===== src/rtl/irq_dispatch_pkg.sv =====
package irq_dispatch_pkg;
  localparam int LVL_W   = 4;
  localparam int ST_W    = 8;
  localparam int MAX_IRQ = 32;

  typedef logic [LVL_W-1:0]         lvl_t;
  typedef logic [MAX_IRQ*LVL_W-1:0] lvl_table_t;

  typedef struct packed {
    logic [1:0] spare;
    logic       user;
    logic       exc;
    lvl_t       lvl;
  } status_t;

  function automatic lvl_t default_level(int idx);
    if (idx < 8)       return lvl_t'(1);
    else if (idx < 11) return lvl_t'(2);
    else               return lvl_t'(3);
  endfunction

  function automatic lvl_table_t default_levels();
    lvl_table_t t;
    t = '0;
    for (int i = 0; i < MAX_IRQ; i++) t[i*LVL_W +: LVL_W] = default_level(i);
    return t;
  endfunction
endpackage


===== src/rtl/irq_dispatch_pend.sv =====
module irq_dispatch_pend #(
  parameter int NUM_IRQ = 16
) (
  input  logic               clk,
  input  logic               rst,
  input  logic               set_en,
  input  logic [NUM_IRQ-1:0] set_mask,
  input  logic               clr_en,
  input  logic [NUM_IRQ-1:0] clr_mask,
  input  logic               en_we,
  input  logic [NUM_IRQ-1:0] en_wdata,
  output logic [NUM_IRQ-1:0] pend_q,
  output logic [NUM_IRQ-1:0] en_q
);
  logic [NUM_IRQ-1:0] set_v, clr_v;

  assign set_v = set_en ? set_mask : '0;
  assign clr_v = clr_en ? clr_mask : '0;

  always_ff @(posedge clk) begin
    if (rst) begin
      pend_q <= '0;
      en_q   <= '0;
    end else begin
      if (set_en || clr_en) pend_q <= (pend_q | set_v) & ~clr_v;
      if (en_we) en_q <= en_wdata;
    end
  end
endmodule


===== src/rtl/irq_dispatch_arb.sv =====
module irq_dispatch_arb
  import irq_dispatch_pkg::*;
#(
  parameter int         NUM_IRQ = 16,
  parameter int         IDW     = 4,
  parameter lvl_table_t LEVELS  = default_levels(),
  parameter lvl_t       EXC_LVL = 1
) (
  input  logic [NUM_IRQ-1:0] req,
  input  lvl_t               cur_lvl,
  input  logic               exc,
  output logic               found,
  output lvl_t               win_lvl,
  output logic [IDW-1:0]     win_id
);
  always_comb begin
    lvl_t lv;
    logic ok;
    found   = 1'b0;
    win_lvl = '0;
    win_id  = '0;
    lv      = '0;
    ok      = 1'b0;
    for (int i = NUM_IRQ - 1; i >= 0; i--) begin
      lv = LEVELS[i*LVL_W +: LVL_W];
      ok = req[i] && (lv > cur_lvl) && !(exc && (lv <= EXC_LVL));
      if (ok && (!found || lv >= win_lvl)) begin
        found   = 1'b1;
        win_lvl = lv;
        win_id  = IDW'(i);
      end
    end
  end
endmodule


===== src/rtl/irq_dispatch_bank.sv =====
module irq_dispatch_bank
  import irq_dispatch_pkg::*;
#(
  parameter int ADDR_W = 32,
  parameter int SLOT0  = 2,
  parameter int NSLOT  = 2
) (
  input  logic              clk,
  input  logic              rst,
  input  logic              ent_en,
  input  lvl_t              ent_lvl,
  input  status_t           ent_status,
  input  logic [ADDR_W-1:0] ent_pc,
  input  logic              st_we,
  input  logic              pc_we,
  input  lvl_t              wr_lvl,
  input  status_t           wr_status,
  input  logic [ADDR_W-1:0] wr_pc,
  input  lvl_t              rda_lvl,
  output status_t           rda_status,
  output logic [ADDR_W-1:0] rda_pc,
  input  lvl_t              rdb_lvl,
  output status_t           rdb_status,
  output logic [ADDR_W-1:0] rdb_pc
);
  status_t           st_all [NSLOT];
  logic [ADDR_W-1:0] pc_all [NSLOT];

  for (genvar g = 0; g < NSLOT; g++) begin : g_slot
    localparam lvl_t SL = lvl_t'(SLOT0 + g);
    status_t           st_r;
    logic [ADDR_W-1:0] pc_r;
    always_ff @(posedge clk) begin
      if (rst) begin
        st_r <= '0;
        pc_r <= '0;
      end else if (ent_en && ent_lvl == SL) begin
        st_r <= ent_status;
        pc_r <= ent_pc;
      end else begin
        if (st_we && wr_lvl == SL) st_r <= wr_status;
        if (pc_we && wr_lvl == SL) pc_r <= wr_pc;
      end
    end
    assign st_all[g] = st_r;
    assign pc_all[g] = pc_r;
  end

  always_comb begin
    rda_status = '0;
    rda_pc     = '0;
    rdb_status = '0;
    rdb_pc     = '0;
    for (int s = 0; s < NSLOT; s++) begin
      if (rda_lvl == lvl_t'(SLOT0 + s)) begin
        rda_status = st_all[s];
        rda_pc     = pc_all[s];
      end
      if (rdb_lvl == lvl_t'(SLOT0 + s)) begin
        rdb_status = st_all[s];
        rdb_pc     = pc_all[s];
      end
    end
  end
endmodule


===== src/rtl/irq_dispatch.sv =====
module irq_dispatch
  import irq_dispatch_pkg::*;
#(
  parameter int                 NUM_IRQ       = 16,
  parameter int                 ADDR_W        = 32,
  parameter int                 MAX_LVL       = 3,
  parameter lvl_table_t         IRQ_LEVELS    = default_levels(),
  parameter lvl_t               EXC_LVL       = 1,
  parameter int                 CAUSE_W       = 6,
  parameter logic [CAUSE_W-1:0] CAUSE_LOW     = 4,
  parameter logic [ADDR_W-1:0]  VEC_KERNEL    = 'h300,
  parameter logic [ADDR_W-1:0]  VEC_USER      = 'h340,
  parameter logic [ADDR_W-1:0]  VEC_HIGH_BASE = 'h180,
  parameter logic [ADDR_W-1:0]  VEC_STRIDE    = 'h40,
  localparam int                IDW           = $clog2(NUM_IRQ)
) (
  input  logic               clk,
  input  logic               rst,
  input  logic               pend_set_en,
  input  logic [NUM_IRQ-1:0] pend_set_mask,
  input  logic               pend_clr_en,
  input  logic [NUM_IRQ-1:0] pend_clr_mask,
  input  logic               enable_we,
  input  logic [NUM_IRQ-1:0] enable_wdata,
  input  logic               stat_we,
  input  logic [ST_W-1:0]    stat_wdata,
  input  logic               lvl_set_en,
  input  logic [LVL_W-1:0]   lvl_set_val,
  output logic [ST_W-1:0]    old_status,
  input  logic               wait_en,
  input  logic [LVL_W-1:0]   wait_lvl,
  output logic               waiting,
  input  logic               ret_en,
  input  logic [LVL_W-1:0]   ret_lvl,
  output logic               ret_go,
  output logic [ADDR_W-1:0]  ret_pc,
  input  logic [ADDR_W-1:0]  cur_pc,
  output logic               take,
  output logic [LVL_W-1:0]   take_level,
  output logic [IDW-1:0]     take_id,
  output logic [ADDR_W-1:0]  take_vector,
  output logic [CAUSE_W-1:0] cause,
  input  logic               sv_status_we,
  input  logic               sv_pc_we,
  input  logic [LVL_W-1:0]   sv_lvl,
  input  logic [ST_W-1:0]    sv_wstatus,
  input  logic [ADDR_W-1:0]  sv_wpc,
  input  logic [LVL_W-1:0]   sv_rd_lvl,
  output logic [ST_W-1:0]    sv_rd_status,
  output logic [ADDR_W-1:0]  sv_rd_pc,
  output logic [ST_W-1:0]    status,
  output logic [NUM_IRQ-1:0] pending,
  output logic [NUM_IRQ-1:0] enable
);
  localparam int SLOT0 = int'(EXC_LVL) + 1;
  localparam int NSLOT = MAX_LVL - int'(EXC_LVL);

  status_t           st_q;
  logic              busy, found, entry, ret_ok, low_entry;
  lvl_t              win_lvl;
  logic [IDW-1:0]    win_id;
  status_t           bank_a_st, bank_b_st;
  logic [ADDR_W-1:0] bank_a_pc, bank_b_pc;
  logic [ADDR_W-1:0] hi_vec;

  irq_dispatch_pend #(.NUM_IRQ(NUM_IRQ)) pend_i (
    .clk(clk), .rst(rst),
    .set_en(pend_set_en), .set_mask(pend_set_mask),
    .clr_en(pend_clr_en), .clr_mask(pend_clr_mask),
    .en_we(enable_we), .en_wdata(enable_wdata),
    .pend_q(pending), .en_q(enable)
  );

  irq_dispatch_arb #(
    .NUM_IRQ(NUM_IRQ), .IDW(IDW), .LEVELS(IRQ_LEVELS), .EXC_LVL(EXC_LVL)
  ) arb_i (
    .req(pending & enable), .cur_lvl(st_q.lvl), .exc(st_q.exc),
    .found(found), .win_lvl(win_lvl), .win_id(win_id)
  );

  assign busy      = stat_we | lvl_set_en | wait_en | ret_en | sv_status_we | sv_pc_we;
  assign entry     = found && !busy;
  assign low_entry = win_lvl <= EXC_LVL;
  assign ret_ok    = (ret_lvl >= lvl_t'(SLOT0)) && (ret_lvl <= lvl_t'(MAX_LVL));
  assign hi_vec    = VEC_HIGH_BASE + (ADDR_W'(win_lvl) - ADDR_W'(SLOT0)) * VEC_STRIDE;

  irq_dispatch_bank #(.ADDR_W(ADDR_W), .SLOT0(SLOT0), .NSLOT(NSLOT)) bank_i (
    .clk(clk), .rst(rst),
    .ent_en(entry && !low_entry), .ent_lvl(win_lvl), .ent_status(st_q), .ent_pc(cur_pc),
    .st_we(sv_status_we), .pc_we(sv_pc_we), .wr_lvl(sv_lvl),
    .wr_status(status_t'(sv_wstatus)), .wr_pc(sv_wpc),
    .rda_lvl(sv_rd_lvl), .rda_status(bank_a_st), .rda_pc(bank_a_pc),
    .rdb_lvl(ret_lvl), .rdb_status(bank_b_st), .rdb_pc(bank_b_pc)
  );

  always_ff @(posedge clk) begin
    if (rst) begin
      st_q         <= '0;
      take         <= 1'b0;
      take_level   <= '0;
      take_id      <= '0;
      take_vector  <= '0;
      cause        <= '0;
      waiting      <= 1'b0;
      old_status   <= '0;
      ret_go       <= 1'b0;
      ret_pc       <= '0;
      sv_rd_status <= '0;
      sv_rd_pc     <= '0;
    end else begin
      take         <= entry;
      ret_go       <= 1'b0;
      sv_rd_status <= bank_a_st;
      sv_rd_pc     <= bank_a_pc;
      if (entry) begin
        take_level <= win_lvl;
        take_id    <= win_id;
        waiting    <= 1'b0;
        st_q.exc   <= 1'b1;
        if (low_entry) begin
          cause       <= CAUSE_LOW;
          st_q.lvl    <= '0;
          take_vector <= st_q.user ? VEC_USER : VEC_KERNEL;
        end else begin
          st_q.lvl    <= win_lvl;
          take_vector <= hi_vec;
        end
      end else if (ret_en) begin
        if (ret_ok) begin
          st_q   <= bank_b_st;
          ret_pc <= bank_b_pc;
          ret_go <= 1'b1;
        end
      end else if (lvl_set_en) begin
        old_status <= st_q;
        st_q.lvl   <= lvl_set_val;
      end else if (wait_en) begin
        st_q.lvl <= wait_lvl;
        waiting  <= 1'b1;
      end else if (stat_we) begin
        st_q <= status_t'(stat_wdata);
      end
    end
  end

  assign status = st_q;
endmodule


===== config.mk =====
export PLATFORM = sky130hd
export DESIGN_NAME = irq_dispatch
export DESIGN_NICKNAME = d
export VERILOG_FILES = /design/src/rtl/irq_dispatch_pkg.sv /design/src/rtl/irq_dispatch_pend.sv /design/src/rtl/irq_dispatch_arb.sv /design/src/rtl/irq_dispatch_bank.sv /design/src/rtl/irq_dispatch.sv
export SDC_FILE = /design/constraint.sdc
export NUM_CORES = 1
export LEC_CHECK = 0
export BUFFER_PORTS_ARGS = -buffer_cell sky130_fd_sc_hd__buf_2
export CAP_MARGIN = 20
export CORE_MARGIN = 2
export CORE_UTILIZATION = 56
export CTS_CLUSTER_DIAMETER = 60
export DETAILED_ROUTE_END_ITERATION = 8
export HOLD_SLACK_MARGIN = 0.03
export PLACE_DENSITY = 0.95
export SLEW_MARGIN = 20
export SYNTH_ARGS = -nofsm -noshare
export SYNTH_HDL_FRONTEND = slang
export SYNTH_HIERARCHICAL = 1
export SYNTH_SLANG_ARGS = --single-unit
export TNS_END_PERCENT = 1

===== constraint.sdc =====
create_clock -name clk -period 8.5 [get_ports clk]
set_clock_uncertainty 0.05 [all_clocks]
set_input_delay 1.7 -clock clk [delete_from_list [all_inputs] [get_ports clk]]
set_output_delay 1.7 -clock clk [all_outputs]
set_load 0.05 [all_outputs]

; Word-level counts from Yosys, hierarchy flattened
; Cells that the tools add are included.
[word_totals]
ff_bits = 244
latch_bits = 0
mem_bits_rw = 0
mem_bits_ro = 0
out_inout_bits = 169
elab_cells = 252
n_memories = 0
[op_classes]
addsub = 2
multipliers = 0
div = 0
magnitude_cmp = 21
eq_ne = 14
shifts = 0
n_mux = 78
bitwise_logic = 12
n_reduce_logical = 98
[ops]
columns = cell, n
row1 = 2-to-1 mux 32 bit, 9
row2 = 2-to-1 mux 4 bit, 36
row3 = 2-to-1 mux 8 bit, 11
row4 = logical AND 1 bit, 48
row5 = AND 16 bit, 2
row6 = "== test 4 x 2 -> 1 bit, second input constant", 8
row7 = "greater-or-equal comparator 1 x 4 -> 1 bit, first input constant", 8
row8 = 2-to-1 mux 16 bit, 2
row9 = "greater-or-equal comparator 2 x 4 -> 1 bit, first input constant", 7
row10 = zero test 1 bit, 18
row11 = 2-to-1 mux 1 bit, 17
row12 = logical OR 1 bit, 16
row13 = inverter 16 bit, 1
row14 = OR 16 bit, 1
row15 = "adder 10 x 11 -> 12 bit, first input constant", 1
row16 = nonzero test 2 bit, 5
row17 = "!= test 3 x 1 -> 1 bit, second input constant", 3
row18 = AND reduction 3 bit, 3
row19 = "> comparator 2 x 4 -> 1 bit, first input constant", 2
row20 = 2-to-1 mux 7 bit, 1
row21 = "!= test 2 x 1 -> 1 bit, second input constant", 3
row22 = 2-to-1 mux 5 bit, 1
row23 = OR 1 bit, 5
row24 = AND reduction 5 bit, 1
row25 = 13 further kinds, 16

; Longest topological paths before layout
[depth]
ltp_word = 68
depth_mapped = 13
ltp_nobuf = 10

; Cells and area by module
; The synthesis kept the hierarchy.
[by_module_without_submodules]
columns = mod, n_inst, cells_each, area_each_um2, seq_area_each_um2
row1 = irq_dispatch_bank, 1, 588, 5217.5, 1601.5
row2 = irq_dispatch, 1, 454, 4086.4, 2122.0
row3 = irq_dispatch_pend, 1, 105, 1156.1, 640.6
row4 = irq_dispatch_arb, 1, 53, 344.1, 0.0

; Worst setup path after synthesis
; OpenSTA, ideal clock, no wires.
[synth_timing]
path_type = in2reg
startpoint = in lvl_set_en
endpoint = reg bank_i/g_slot[1].st_r[6] (netlist name)
setup_time_ns = 0.088
arrival_time_ns = 3.391
setup_slack_ns = 4.971
cell_stages = 9
path_cell_list = clkbuf_2 nor4_4 o2111a_1 nand4bb_1 buf_2 or2_1 buf_6 buf_6 a311oi_2
[synth_between]
elab_chain_cells = 10
[synth_lines]
columns = element, line
row1 = from (decl), irq_dispatch.sv:27  ; input logic lvl_set_en,
row2 = OR 1 bit * (5 in series), irq_dispatch.sv:81  ; assign busy = stat_we | lvl_set_en | wait_en | ret_en | sv_status_we | sv_pc_we;
row3 = zero test 1 bit *, irq_dispatch.sv:82  ; assign entry = found && !busy;
row4 = logical AND 1 bit *, irq_dispatch.sv:82
row5 = logical AND 1 bit *, irq_dispatch.sv:89  ; .ent_en(entry && !low_entry), .ent_lvl(win_lvl), .ent_status(st_q), .ent_pc(cur_pc),
row6 = logical AND 1 bit *, irq_dispatch_bank.sv:37  ; end else if (ent_en && ent_lvl == SL) begin
row7 = 2-to-1 mux 8 bit or nonzero test 2 bit (tied branches), --
row8 = to (signal assigned), irq_dispatch_bank.sv:38  ; st_r <= ent_status;
row9 = to (signal assigned), irq_dispatch_bank.sv:41  ; if (st_we && wr_lvl == SL) st_r <= wr_status;
row10 = to (decl), irq_dispatch_bank.sv:31  ; status_t st_r;
; Every way passes the cells marked *; elsewhere a longest branch is shown, timed or not.
; A chain may end at the register's enable or synchronous reset.

; Worst setup path after layout
[layout_timing]
startpoint = reg pend_i.pend_q[12]
endpoint = reg bank_i.g_slot[1].pc_r[20]
[layout_between]
elab_chain_cells = 57
[layout_lines]
columns = element, line
row1 = from (decl), irq_dispatch_pend.sv:12  ; output logic [NUM_IRQ-1:0] pend_q,
row2 = from (signal assigned), irq_dispatch_pend.sv:25  ; if (set_en || clr_en) pend_q <= (pend_q | set_v) & ~clr_v;
row3 = AND 16 bit *, irq_dispatch.sv:77  ; .req(pending & enable), .cur_lvl(st_q.lvl), .exc(st_q.exc),
row4 = logical AND 1 bit *, irq_dispatch_arb.sv:26  ; ok = req[i] && (lv > cur_lvl) && !(exc && (lv <= EXC_LVL));
row5 = logical AND 1 bit *, irq_dispatch_arb.sv:27  ; if (ok && (!found || lv >= win_lvl)) begin
row6 = 2-to-1 mux 4 bit or 2-to-1 mux 1 bit (tied branches), irq_dispatch_arb.sv:27
row7 = greater-or-equal comparator 2 x 4 -> 1 bit or zero test 1 bit (tied branches), irq_dispatch_arb.sv:27
row8 = logical OR 1 bit, irq_dispatch_arb.sv:27
row9 = logical AND 1 bit, irq_dispatch_arb.sv:27
row10 = 2-to-1 mux 4 bit or 2-to-1 mux 1 bit (tied branches), irq_dispatch_arb.sv:27
row11 = (+42 left out), --
row12 = logical AND 1 bit, irq_dispatch_arb.sv:27
row13 = 2-to-1 mux 4 bit *, irq_dispatch_arb.sv:27
row14 = named net win_lvl[1], irq_dispatch.sv:60  ; lvl_t win_lvl;
row15 = <= comparator 4 x 1 -> 1 bit, irq_dispatch.sv:83  ; assign low_entry = win_lvl <= EXC_LVL;
row16 = zero test 1 bit, irq_dispatch.sv:89
row17 = logical AND 1 bit, irq_dispatch.sv:89
row18 = logical AND 1 bit *, irq_dispatch_bank.sv:37
row19 = 2-to-1 mux 32 bit or nonzero test 2 bit (tied branches), --
row20 = to (signal assigned), irq_dispatch_bank.sv:39  ; pc_r <= ent_pc;
row21 = to (signal assigned), irq_dispatch_bank.sv:42  ; if (pc_we && wr_lvl == SL) pc_r <= wr_pc;
row22 = to (decl), irq_dispatch_bank.sv:32  ; logic [ADDR_W-1:0] pc_r;
; The timed path passes the listed nets; every way through them passes the cells marked *.

==> summary.md <==
| Metric | Value |
|---|---|
| Result of the run | `finished clean` |
| Total routed wirelength | `34.3 mm` |
| Max-cap violation count | `0` |
| Critical path capture point type | `flop` |
| Wire length of the first global-routing pass | `52.9 mm` |
| Post-DR wirelength/cell | `20.3 µm` |
| Mux share of post-synthesis cell area | `0.0235` |
| Clock period minus final worst setup slack | `4490 ps` |
| Post_cts resized | `0` |
| P&R area growth vs syn | `19.8%` |
| Post-CTS setup buffer count | `0` |
| Min-delay worst type | `reg -> reg` |
| Max Fanout on Critical Path | `82` |
| Global placer's final weighted congestion | `0.935` |
| CTS tree | `done` |
| Register-to-register setup slack | `4010 ps` |
| Fraction of the core area covered by cells at the end of the flow | `0.687` |
| Number of distinct library cells after synthesis | `70` |
| Port Buffers | `316` |
| Area share of fa/ha/maj cells after synthesis | `0.00463` |
| Share of layout cells above drive strength 1 | `0.316` |
| Unrepaired setup endpoints after global routing | `no` |
| Core area | `18,800 µm²` |
| Total placed instance area | `12,000 µm²` |
| Post-synth EDFFs | `0` |
| Drt initial violations | `1,298` |
| Worst relative slew slack | `0.316` |
| Synth warn | `6` |
| Pin count of the biggest net entering global routing | `139` |
| Worst setup path startpoint | `pend_i/pend_q[12]` |
| Number of cells after detailed placement | `1,636` |
| Launch point of the worst reg-to-reg path | `pend_i/pend_q[12]` |
| Xor/xnor cell area share of the yosys netlist | `0.000811` |
| Clock Path Buffers | `3` |
| Top cell family by delay on the critical path | `simple AND/OR/NAND/NOR gates` |
| Min-Delay Path Depth | `2` |
| Horizontal die dimension | `143 µm` |
| Hold Vio Cnt, Final | `0` |
| Num Clock Sinks | `218` |
| CP bufs+invs | `2` |
| Logic depth of the worst register-to-register path | `11` |
| Final slew viol count | `0` |
| Crit path largest cell delay | `660 ps` |
| Final instance count without filler cells | `1,687` |
| Post-route clock period utilization | `0.528` |
| Post-synth design cell area | `10,800 µm²` |
| H-tree depth | `1` |
| Post-synthesis average cell area | `9.00 µm²` |
| Global-route total usage across every layer | `0.319` |
| CP cell instances | `and2_1, or4_4, o21ai_4, nand2_1, and2_1, o2111a_1, nand4bb_4, buf_4, or2_2, buf_4, a311oi_2` |
| Power density of the placed cells | `189 nW/µm²` |
| Setup TNS | `0 ps` |
| Fraction of the mapped netlist area in compound gates | `0.268` |
| Clock latency reported for the late side of the worst-skew pair | `510 ps` |
| Detailed-route via count | `10,800` |
| Post-synthesis instance total | `1,200` |
| DR pass1 iterations | `5` |
| Global route overflow | `0` |
| Leakage | `5.18 nW` |
| Number of top-level pins | `328` |
| Critical Path Start Type | `flop` |
| Detailed placement HPWL | `21.7 mm` |
| F_max | `0.223 GHz` |
| Final design area excluding fillers | `12,900 µm²` |
| Share of synthesized registers carrying an async set or reset | `0` |
| Clock-pin slew reported for the worst setup and hold paths after clock tree synthesis | `60 ps` |
| Simple-gate area share of the yosys netlist | `0.213` |
| Count of state elements after synthesis | `218` |
| Slowest cell on crit path | `buf_4` |
| Peak ir drop on the vdd network | `0.150 mV` |
| Req. time, crit path | `8800 ps` |
| Largest family of logic cells by synthesized area | `compound AO/OA/AOI/OAI gates` |
| Finish-stage setup viols | `0` |
| Remaining design rule violation count | `0` |
| Starting utilization of the core area | `0.574` |
| Die boundary height | `143 µm` |
| Number of global-route vias before repair | `10,200` |
| Root buffer cell | `clkbuf_16` |
| Worst min-delay path startpoint | `old_status[1]` |
| Sink of the worst hold path | `old_status[1]` |
| Hold_buf cts | `0` |
| Initial antenna violation count | `8` |
| FF-to-FF End | `bank_i/g_slot[1].pc_r[20]` |
| Share of synthesized area occupied by flip-flops and latches | `0.404` |
| Critical path start-end classification | `reg -> reg` |
| Die outline area | `20,400 µm²` |
| Primary FF master, synth | `dfxtp_1` |
| DRT antenna net count | `0` |
| Detail-routed via count per cell | `6.41` |
| Final Net Count | `1,566` |
| Signal arrival time at the worst endpoint | `4790 ps` |
| TritonCTS buffer count | `24` |
| Cell row count | `50` |
| Slew at the pin closest to its max-slew limit | `1030 ps` |
==> layout make-up <==
| cell class | instances | area [µm²] |
|---|---|---|
| antenna | 7 | 17.5 |
| clock buffer | 36 | 737 |
| clock inverter | 7 | 114 |
| fill | 1400 | 5890 |
| inverter | 11 | 41.3 |
| multi-input combinational | 819 | 5640 |
| sequential | 218 | 4360 |
| tap | 260 | 325 |
| timing repair buffer | 329 | 1710 |
==> routing by layer <==
metal  vias up  share of wire  GRT usage
li1       4876              -          -
met1      5034           0.39      0.416
met2       742           0.46      0.504
met3       151          0.096     0.0573
met4         4          0.050      0.170
met5         -        0.00088          0
==> worst register-to-register path, cell delays in order (launching register included) <==
cell and delay, ps:
dfxtp_1 320, and2_1 220, or4_4 560, o21ai_4 240, nand2_1 260, and2_1 230, o2111a_1 370, nand4bb_4 140
buf_4 660, or2_2 560, buf_4 510, a311oi_2 220
==> flip-flops by register name, indices dropped and copies added (netlist names), 4 cells and up <==
register            count
sv_rd_pc               32
take_level              4
bank_i/g_slot.st_r     16
take_id                 4
pend_i/en_q            16
sv_rd_status            8
status                  8
pend_i/pend_q          16
ret_pc                 32
old_status              8
take_vector             6
bank_i/g_slot.pc_r     64
==> worst max-delay path by stage <==
stage	depth (start not counted)	slack, ps	to
finish	11	4010	bank_i/g_slot[1].pc_r[20]
global route	11	3800	bank_i/g_slot[1].pc_r[13]
CTS	11	4110	bank_i/g_slot[1].pc_r[13]
detailed placement	7	3810	bank_i/g_slot[0].pc_r[11]
global placement	7	3940	bank_i/g_slot[0].pc_r[4]
floorplan	9	4970	bank_i/g_slot[1].st_r[6]
==> where the power goes <==
part | switching [mW] | internal [mW] | leakage (nW)
Clock | 0.421 | 0.688 | 0.421
Combinational | 0.202 | 0.0813 | 3.00
Sequential | 0.0185 | 1.04 | 1.76
Total | 0.642 | 1.81 | 5.18
==> cells by family (layout without fill, tap and decap cells) <==
group | count (synthesis) | after routing
and+or+nand+nor | 409 | 409
AOI/OAI and AO/OA | 367 | 367
DFF | 218 | 218
buffers and inverters | 174 | 383
muxes | 25 | 25
adders and majority gates | 4 | 4
other | 2 | 20
xor gates and xnor gates | 1 | 1
==> Yosys cell counts, drive strengths merged, types with 2 or more instances <==
master / instances / area, µm²
dfxtp: 218 / 4360
and2: 17 / 106
a211oi: 23 / 193
a2bb2oi: 3 / 26.3
nand4: 40 / 250
buf: 79 / 571
nor4bb: 2 / 20.0
clkbuf: 84 / 317
nor3b: 3 / 33.8
mux2i: 22 / 220
or3b: 4 / 37.5
or4: 3 / 33.8
or2: 2 / 12.5
nor2: 39 / 163
a22o: 80 / 701
nand3: 5 / 25.0
mux2: 3 / 33.8
nand4b: 40 / 350
and3: 2 / 12.5
nor4b: 2 / 23.8
o22ai: 3 / 18.8
a21oi: 72 / 383
a211o: 3 / 26.3
nor2b: 42 / 263
a22oi: 2 / 20.0
a31oi: 3 / 25.0
o21ai: 87 / 447
ha: 4 / 50.1
nor3: 89 / 445
or3: 2 / 17.5
nand2: 106 / 400
conb: 2 / 7.51
o311ai: 2 / 17.5
nor4: 4 / 46.3
a311oi: 83 / 977
nand2b: 4 / 25.0
inv: 11 / 41.3
==> metrics by stage <==
stage               setup slack (ps)  total power, mW  hold slack (ps)
CTS                             4110             2.44              401
global placement                3940             1.35              390
floorplan                       4970             1.26              441
detailed placement              3810             1.35              393
finish                          4010             2.45              401
global route                    3800             2.51              427
==> cells in the final DEF (no fill, tap or decap), types with 42 or more instances in the layout <==
master | netlist | final
nor2b_1 | 42 | 42
buf_2 | 26 | 315
nor3_1 | 89 | 89
a21oi_1 | 66 | 66
dfxtp_1 | 218 | 218
a311oi_1 | 43 | 43
a22o_1 | 80 | 80
o21ai_1 | 80 | 80
nand2_1 | 105 | 104
(Power assumes the default switching activity.)
